--- src/rtl/rpe_pkg.sv ---
package rpe_pkg;
    localparam int DW      = 16;
    localparam int CW      = 32;
    localparam int AW      = 8;
    localparam int NFLAG   = 3;
    localparam int NMODE   = 2 + NFLAG;
    localparam int LUT_W   = 1 << NFLAG;

    localparam logic [AW-1:0] A_OPC  = 8'd0;
    localparam logic [AW-1:0] A_MODE = 8'd1;
    localparam logic [AW-1:0] A_LUT  = 8'd2;
    localparam logic [AW-1:0] A_WREG = 8'd3;
    localparam logic [AW-1:0] A_FREG = 8'd4;

    typedef enum logic [1:0] {
        OP_ADD  = 2'd0,
        OP_SUB  = 2'd1,
        OP_MUL  = 2'd2,
        OP_PASS = 2'd3
    } op_e;

    typedef struct packed {
        op_e              op;
        logic [NMODE-1:0] mode;
        logic [LUT_W-1:0] lut;
    } cfg_t;

    function automatic logic lut_pick(input logic [LUT_W-1:0] tbl,
                                      input logic [NFLAG-1:0] idx);
        return tbl[idx];
    endfunction
endpackage

--- src/rtl/rpe_opreg.sv ---
module rpe_opreg #(
    parameter int W = 16
) (
    input  logic         clk,
    input  logic         rst,
    input  logic         stall,
    input  logic         delay_en,
    input  logic         load_en,
    input  logic [W-1:0] load_val,
    input  logic [W-1:0] din,
    output logic [W-1:0] q,
    output logic [W-1:0] dout
);
    always_ff @(posedge clk) begin
        if (rst)          q <= '0;
        else if (load_en) q <= load_val;
        else if (!stall)  q <= din;
    end

    assign dout = delay_en ? q : din;
endmodule

--- src/rtl/rpe_cfg.sv ---
module rpe_cfg
    import rpe_pkg::*;
(
    input  logic             clk,
    input  logic             rst,
    input  logic [AW-1:0]    cfg_addr,
    input  logic [CW-1:0]    cfg_wdata,
    input  logic             cfg_we,
    input  logic             cfg_re,
    input  logic [DW-1:0]    a_q,
    input  logic [DW-1:0]    b_q,
    input  logic [NFLAG-1:0] f_q,
    output cfg_t             cfg,
    output logic             wreg_load,
    output logic             freg_load,
    output logic [CW-1:0]    cfg_rdata
);
    always_ff @(posedge clk) begin
        if (rst) begin
            cfg.op   <= OP_ADD;
            cfg.mode <= '0;
            cfg.lut  <= '0;
        end else if (cfg_we) begin
            case (cfg_addr)
                A_OPC:   cfg.op   <= op_e'(cfg_wdata[1:0]);
                A_MODE:  cfg.mode <= cfg_wdata[NMODE-1:0];
                A_LUT:   cfg.lut  <= cfg_wdata[LUT_W-1:0];
                default: ;
            endcase
        end
    end

    assign wreg_load = cfg_we && (cfg_addr == A_WREG);
    assign freg_load = cfg_we && (cfg_addr == A_FREG);

    always_comb begin
        cfg_rdata = '0;
        if (cfg_re) begin
            case (cfg_addr)
                A_OPC:   cfg_rdata[1:0]       = cfg.op;
                A_MODE:  cfg_rdata[NMODE-1:0] = cfg.mode;
                A_LUT:   cfg_rdata[LUT_W-1:0] = cfg.lut;
                A_WREG:  cfg_rdata            = {a_q, b_q};
                A_FREG:  cfg_rdata[NFLAG-1:0] = f_q;
                default: cfg_rdata            = '0;
            endcase
        end
    end
endmodule

--- src/rtl/rpe_alu.sv ---
module rpe_alu
    import rpe_pkg::*;
(
    input  op_e           op,
    input  logic [DW-1:0] a,
    input  logic [DW-1:0] b,
    output logic [DW-1:0] res,
    output logic [DW-1:0] mul_a,
    output logic [DW-1:0] mul_b
);
    logic [2*DW-1:0] prod;

    // operand isolation: the multiplier only toggles when selected
    assign mul_a = (op == OP_MUL) ? a : '0;
    assign mul_b = (op == OP_MUL) ? b : '0;
    assign prod  = mul_a * mul_b;

    always_comb begin
        case (op)
            OP_ADD:  res = a + b;
            OP_SUB:  res = a - b;
            OP_MUL:  res = prod[DW-1:0];
            default: res = a;
        endcase
    end
endmodule

--- src/rtl/rpe_core.sv ---
module rpe_core
    import rpe_pkg::*;
(
    input  logic          clk,
    input  logic          rst,
    input  logic          stall,
    input  logic [7:0]    cfg_addr,
    input  logic [31:0]   cfg_wdata,
    input  logic          cfg_we,
    input  logic          cfg_re,
    output logic [31:0]   cfg_rdata,
    input  logic [15:0]   in_a,
    input  logic [15:0]   in_b,
    input  logic          in_f0,
    input  logic          in_f1,
    input  logic          in_f2,
    output logic [15:0]   res_word,
    output logic          res_flag,
    output logic [15:0]   mul_in_a,
    output logic [15:0]   mul_in_b
);
    cfg_t             cfg;
    op_e              op_sel;
    logic             wreg_load, freg_load;
    logic [DW-1:0]    a_q, b_q, a_eff, b_eff;
    logic [NFLAG-1:0] f_in, f_q, f_eff;

    assign f_in   = {in_f2, in_f1, in_f0};
    assign op_sel = cfg.op;

    rpe_cfg u_cfg (
        .clk(clk), .rst(rst),
        .cfg_addr(cfg_addr), .cfg_wdata(cfg_wdata),
        .cfg_we(cfg_we), .cfg_re(cfg_re),
        .a_q(a_q), .b_q(b_q), .f_q(f_q),
        .cfg(cfg), .wreg_load(wreg_load), .freg_load(freg_load),
        .cfg_rdata(cfg_rdata)
    );

    rpe_opreg #(.W(DW)) u_reg_a (
        .clk(clk), .rst(rst), .stall(stall), .delay_en(cfg.mode[0]),
        .load_en(wreg_load), .load_val(cfg_wdata[CW-1:DW]),
        .din(in_a), .q(a_q), .dout(a_eff)
    );

    rpe_opreg #(.W(DW)) u_reg_b (
        .clk(clk), .rst(rst), .stall(stall), .delay_en(cfg.mode[1]),
        .load_en(wreg_load), .load_val(cfg_wdata[DW-1:0]),
        .din(in_b), .q(b_q), .dout(b_eff)
    );

    for (genvar g = 0; g < NFLAG; g++) begin : g_flag
        rpe_opreg #(.W(1)) u_reg_f (
            .clk(clk), .rst(rst), .stall(stall), .delay_en(cfg.mode[2+g]),
            .load_en(freg_load), .load_val(cfg_wdata[g]),
            .din(f_in[g]), .q(f_q[g]), .dout(f_eff[g])
        );
    end

    rpe_alu u_alu (
        .op(cfg.op), .a(a_eff), .b(b_eff),
        .res(res_word), .mul_a(mul_in_a), .mul_b(mul_in_b)
    );

    assign res_flag = lut_pick(cfg.lut, f_eff);
endmodule

--- config.mk ---
export PLATFORM = sky130hd
export DESIGN_NAME = rpe_core
export DESIGN_NICKNAME = d
export VERILOG_FILES = /design/src/rtl/rpe_pkg.sv /design/src/rtl/rpe_opreg.sv /design/src/rtl/rpe_cfg.sv /design/src/rtl/rpe_alu.sv /design/src/rtl/rpe_core.sv
export SDC_FILE = /design/constraint.sdc
export NUM_CORES = 1
export LEC_CHECK = 0
export BUFFER_PORTS_ARGS = -buffer_cell sky130_fd_sc_hd__buf_4
export CORE_UTILIZATION = 25
export DETAILED_ROUTE_END_ITERATION = 12
export MAX_ROUTING_LAYER = met4
export PLACE_DENSITY_LB_ADDON = 0.12
export SLEW_MARGIN = 15
export SYNTH_ARGS = -nofsm -noshare
export SYNTH_HDL_FRONTEND = slang
export SYNTH_SLANG_ARGS = --single-unit
export TNS_END_PERCENT = 100
--- constraint.sdc ---
create_clock -name clk -period 19.3 [get_ports clk]
set_input_delay 1.93 -clock clk [delete_from_list [all_inputs] [get_ports clk]]
set_output_delay 1.93 -clock clk [all_outputs]
set_load 0.05 [all_outputs]
==> key figures <==
Drt
  • Average via count per standard cell: 4.77
  • Number of DRC markers after the initial detailed-route iteration: 574
  • Routed wire length: 34300 µm
  • Antenna Nets Post-Route: 0
  • Total iterations of the first detailed-routing run: 5
  • Via count: 7811
  • Number of remaining DRC errors: 0
  • DR WL/cell: 20.9 µm

Synthesis
  • Leading cell types by count after synthesis: sky130_fd_sc_hd__nor2_1, sky130_fd_sc_hd__inv_1, sky130_fd_sc_hd__nand2_1
  • Synth async-reset ratio: 0%
  • Number of synthesis warnings: 0
  • Synth Flop Type: sky130_fd_sc_hd__dfxtp_1
  • Cells after synthesis: 1050
  • Proportion of netlist area held by the largest area contributor: between 10% and 20%
  • Cell variety after synth: 54
  • Main area contributors after synthesis: sky130_fd_sc_hd__fa_1, sky130_fd_sc_hd__dfxtp_1, sky130_fd_sc_hd__ha_1
  • Post-Syn Area: 8370 µm²
  • Most common cell in the synthesized netlist: sky130_fd_sc_hd__nor2_1
  • Synthesized area per cell: 7.97 µm²
  • Register area share after synthesis: 12.0%
  • Synthesized flop and latch total: 50
  • Net Count, Synth: 1276
  • Post-synth EDFFs: 0
  • Most area-hungry cell type in the Yosys netlist: sky130_fd_sc_hd__fa_1

STA
  • Maximum clock frequency: about 95 MHz
  • Final setup violating endpoints: 0
  • Post-layout min period: ~11000 ps
  • RSZ-0062 raised after global routing: false
  • Share of the clock period used by the worst path after layout: 54.8%
  • Slew at the pin closest to its max-slew limit: 1060 ps
  • Final clock skew: 0 ps
  • Number of max-slew violations in the final report: 0
  • Post-Route Setup TNS: 0 ps
  • Number of hold violations in the final report: 0
  • Max-Slew Margin vs Limit: 27.2%

Power and ir drop
  • Reg power frac: 30.7%
  • Clock network fraction of total power: a little under a third
  • Power per standard cell area: 35.4 nW/µm²
  • Worst ir drop on vdd: 0.0442 mV
  • Power spent charging and discharging nets: 138 µW
  • Net switching fraction of the power: 38.0%
  • Total power: approximately 360 µW
  • Leakage power of the design: 0.00484 µW
  • Power Internal: 225 µW
  • Share of power burned in combinational logic: 38.6%

Clock network
  • Root cell of the clock tree: sky130_fd_sc_hd__clkbuf_16
  • PostCTS Resize Cnt: 0
  • Clock-pin slew on the worst setup and hold paths: 80 ps
  • CTS H-Tree Depth: 2
  • Clk Latency, worst-skew pair: 300 ps
  • CTS tree: done
  • Inserted Clock Buffers: 5
  • Clk sinks: 50
  • Hold Buf Count CTS: 0
  • Clk buf depth: 2
  • Setup fix buffers added after clock tree synthesis: 0

Critical path
  • Origin of the critical flop-to-flop path: u_cfg.cfg[13]
  • Number of cells on the worst reg-to-reg path: 3
  • Arrival time reported for the critical path endpoint: a little under 9000 ps
  • Reg-to-Reg End: u_cfg.cfg[13]
  • Type of destination of the critical path: output port
  • Reg2Reg Setup Slack: 18070 ps
  • Start-to-end type of the worst setup path: input pin to output port
  • Maximum fanout count along the critical path: 6
  • Type of element launching the critical path: input pin
  • Worst endpoint required time: 17370 ps

Worst hold path
  • Worst Hold Endpoint: u_cfg.cfg[7]
  • Hold Crit Start: u_cfg.cfg[7]
  • Hold Path Cell Cnt: 2
  • Hold crit path type: flop to flop

Cells and area
  • Growth of design area from synthesis to finish: 22.5%
  • Antenna Cells: 0
  • Share of layout cells above drive strength 1: between 10% and 20%
  • Post-route core utilization: 31.3%
  • Number of nets in the final layout: around 1400
  • Layout filler cell count: 3636

Global routing
  • Via count of the first global-routing pass: approximately 8300
  • Pin count of the biggest net entering global routing: 65
  • Wire length of the first global-routing pass: 52100 µm
  • Gr ovfl total: 0
  • Initial antenna violation count: 1
  • Total Routing Usage GR: 21.1%

Placed design
  • Buffers on Ports: 160
  • HPWL reported at the end of detailed placement: roughly 28000 µm
  • Final RePlAce weighted congestion: 0.921

Die
  • DIE WIDTH: 185 µm
  • Initial Util: 25.6%
  • Die outline height: 185 µm
  • Die Footprint: 34200 µm²
  • I/O pin total: 161
  • Cell row count: 66
  • Placeable core region: 32700 µm²

Run
  • Max-cap check violation count: 0

Run status
  • Status: completed
## cell type report
| class | count | area, µm² | area share (%) |
|---|---|---|---|
| flip-flops and latches | 50 | 1000 | 9.77 |
| inverters | 146 | 551 | 5.37 |
| clock inverters | 2 | 38.8 | 0.378 |
| well taps | 442 | 553 | 5.40 |
| clock buffers | 6 | 139 | 1.36 |
| repair buffers | 182 | 1370 | 13.3 |
| multi-input cells | 808 | 6600 | 64.4 |
## worst max-delay path, cell delays in order
cell	delay (ps)
sky130_fd_sc_hd__buf_4	110
sky130_fd_sc_hd__mux2i_1	780
sky130_fd_sc_hd__inv_1	410
sky130_fd_sc_hd__nand2_1	190
sky130_fd_sc_hd__fa_1	450
sky130_fd_sc_hd__fa_1	490
sky130_fd_sc_hd__inv_1	50
sky130_fd_sc_hd__fa_1	490
sky130_fd_sc_hd__fa_1	550
sky130_fd_sc_hd__inv_1	50
sky130_fd_sc_hd__fa_1	440
sky130_fd_sc_hd__fa_1	410
sky130_fd_sc_hd__xor2_1	160
sky130_fd_sc_hd__xnor2_1	190
sky130_fd_sc_hd__xnor2_1	160
sky130_fd_sc_hd__xnor2_1	170
sky130_fd_sc_hd__xnor3_1	330
sky130_fd_sc_hd__xnor3_1	420
sky130_fd_sc_hd__xor2_1	160
sky130_fd_sc_hd__a211oi_1	350
sky130_fd_sc_hd__a21oi_1	120
sky130_fd_sc_hd__buf_4	210
## power groups by stage
stage	sequential (µW)	clock [µW]	combinational [µW]
floorplan	113	0	86.0
detailed placement	114	0	141
CTS	111	116	141
finish	111	111	140
global placement	114	0	141
global route	112	120	149
## layout by cell type, fill, tap and decap left out, drive strengths merged, types with 13 or more instances in the layout
| master | netlist | routed |
|---|---|---|
| o21ai | 23 | 23 |
| ha | 65 | 65 |
| nor2 | 155 | 155 |
| mux2 | 13 | 13 |
| xor2 | 18 | 18 |
| xnor2 | 43 | 43 |
| dfxtp | 50 | 50 |
| nand2 | 105 | 105 |
| buf | 10 | 182 |
| nand3 | 16 | 16 |
| inv | 145 | 146 |
| nor3 | 32 | 32 |
| a21oi | 38 | 38 |
| and2 | 25 | 25 |
| fa | 81 | 81 |
| mux2i | 77 | 77 |
| a211oi | 46 | 46 |
## registers in the layout (all words and copies together) (netlist names)
name / flops
u_reg_a.q: 16
u_reg_b.q: 16
g_flag.u_reg_f.q: 3
u_cfg.cfg: 15
## layer usage
metal / routed length, µm / vias up / track usage [%]
met1: 15900 / 3850 / 28.5
met3: 1580 / 24 / 2.30
met2: 16300 / 218 / 34.4
met5: 0 / - / -
met4: 529 / 0 / 3.54
li1: - / 3719 / -
## metrics by stage
step	worst slack, ps	instances	area, µm²	hold WS, ps
final	8720	1636	10200	480
after global routing	8390	1636	10200	504
after CTS	8670	1636	10200	482
after detailed placement	8700	1628	10100	471
after global placement	8730	1628	10100	466
after floorplan	9030	1050	8370	445
## logic make-up after synthesis
| logic type | synth area share [%] |
|---|---|
| XOR/XNOR | 7.10 |
| AND/OR/NAND/NOR | 18.9 |
| buffers and inverters | 9.25 |
| AO/OA/AOI/OAI | 11.3 |
| multiplexers | 12.4 |
| adder cells (fa/ha/maj) | 29.1 |
| flip-flops | 12.0 |
## how the worst max path moves through the flow
| stage | start | to | slack [ps] | depth (start not counted) |
|---|---|---|---|---|
| final | in_a[9] | res_word[15] | 8720 | 22 |
| after floorplan | in_b[5] | res_word[15] | 9030 | 21 |
| after detailed placement | in_a[9] | res_word[15] | 8700 | 22 |
| after CTS | in_a[9] | res_word[15] | 8670 | 22 |
| after global routing | in_a[9] | res_word[15] | 8390 | 22 |
| after global placement | in_a[9] | res_word[15] | 8730 | 22 |
Power figures use the tool's default switching activity.
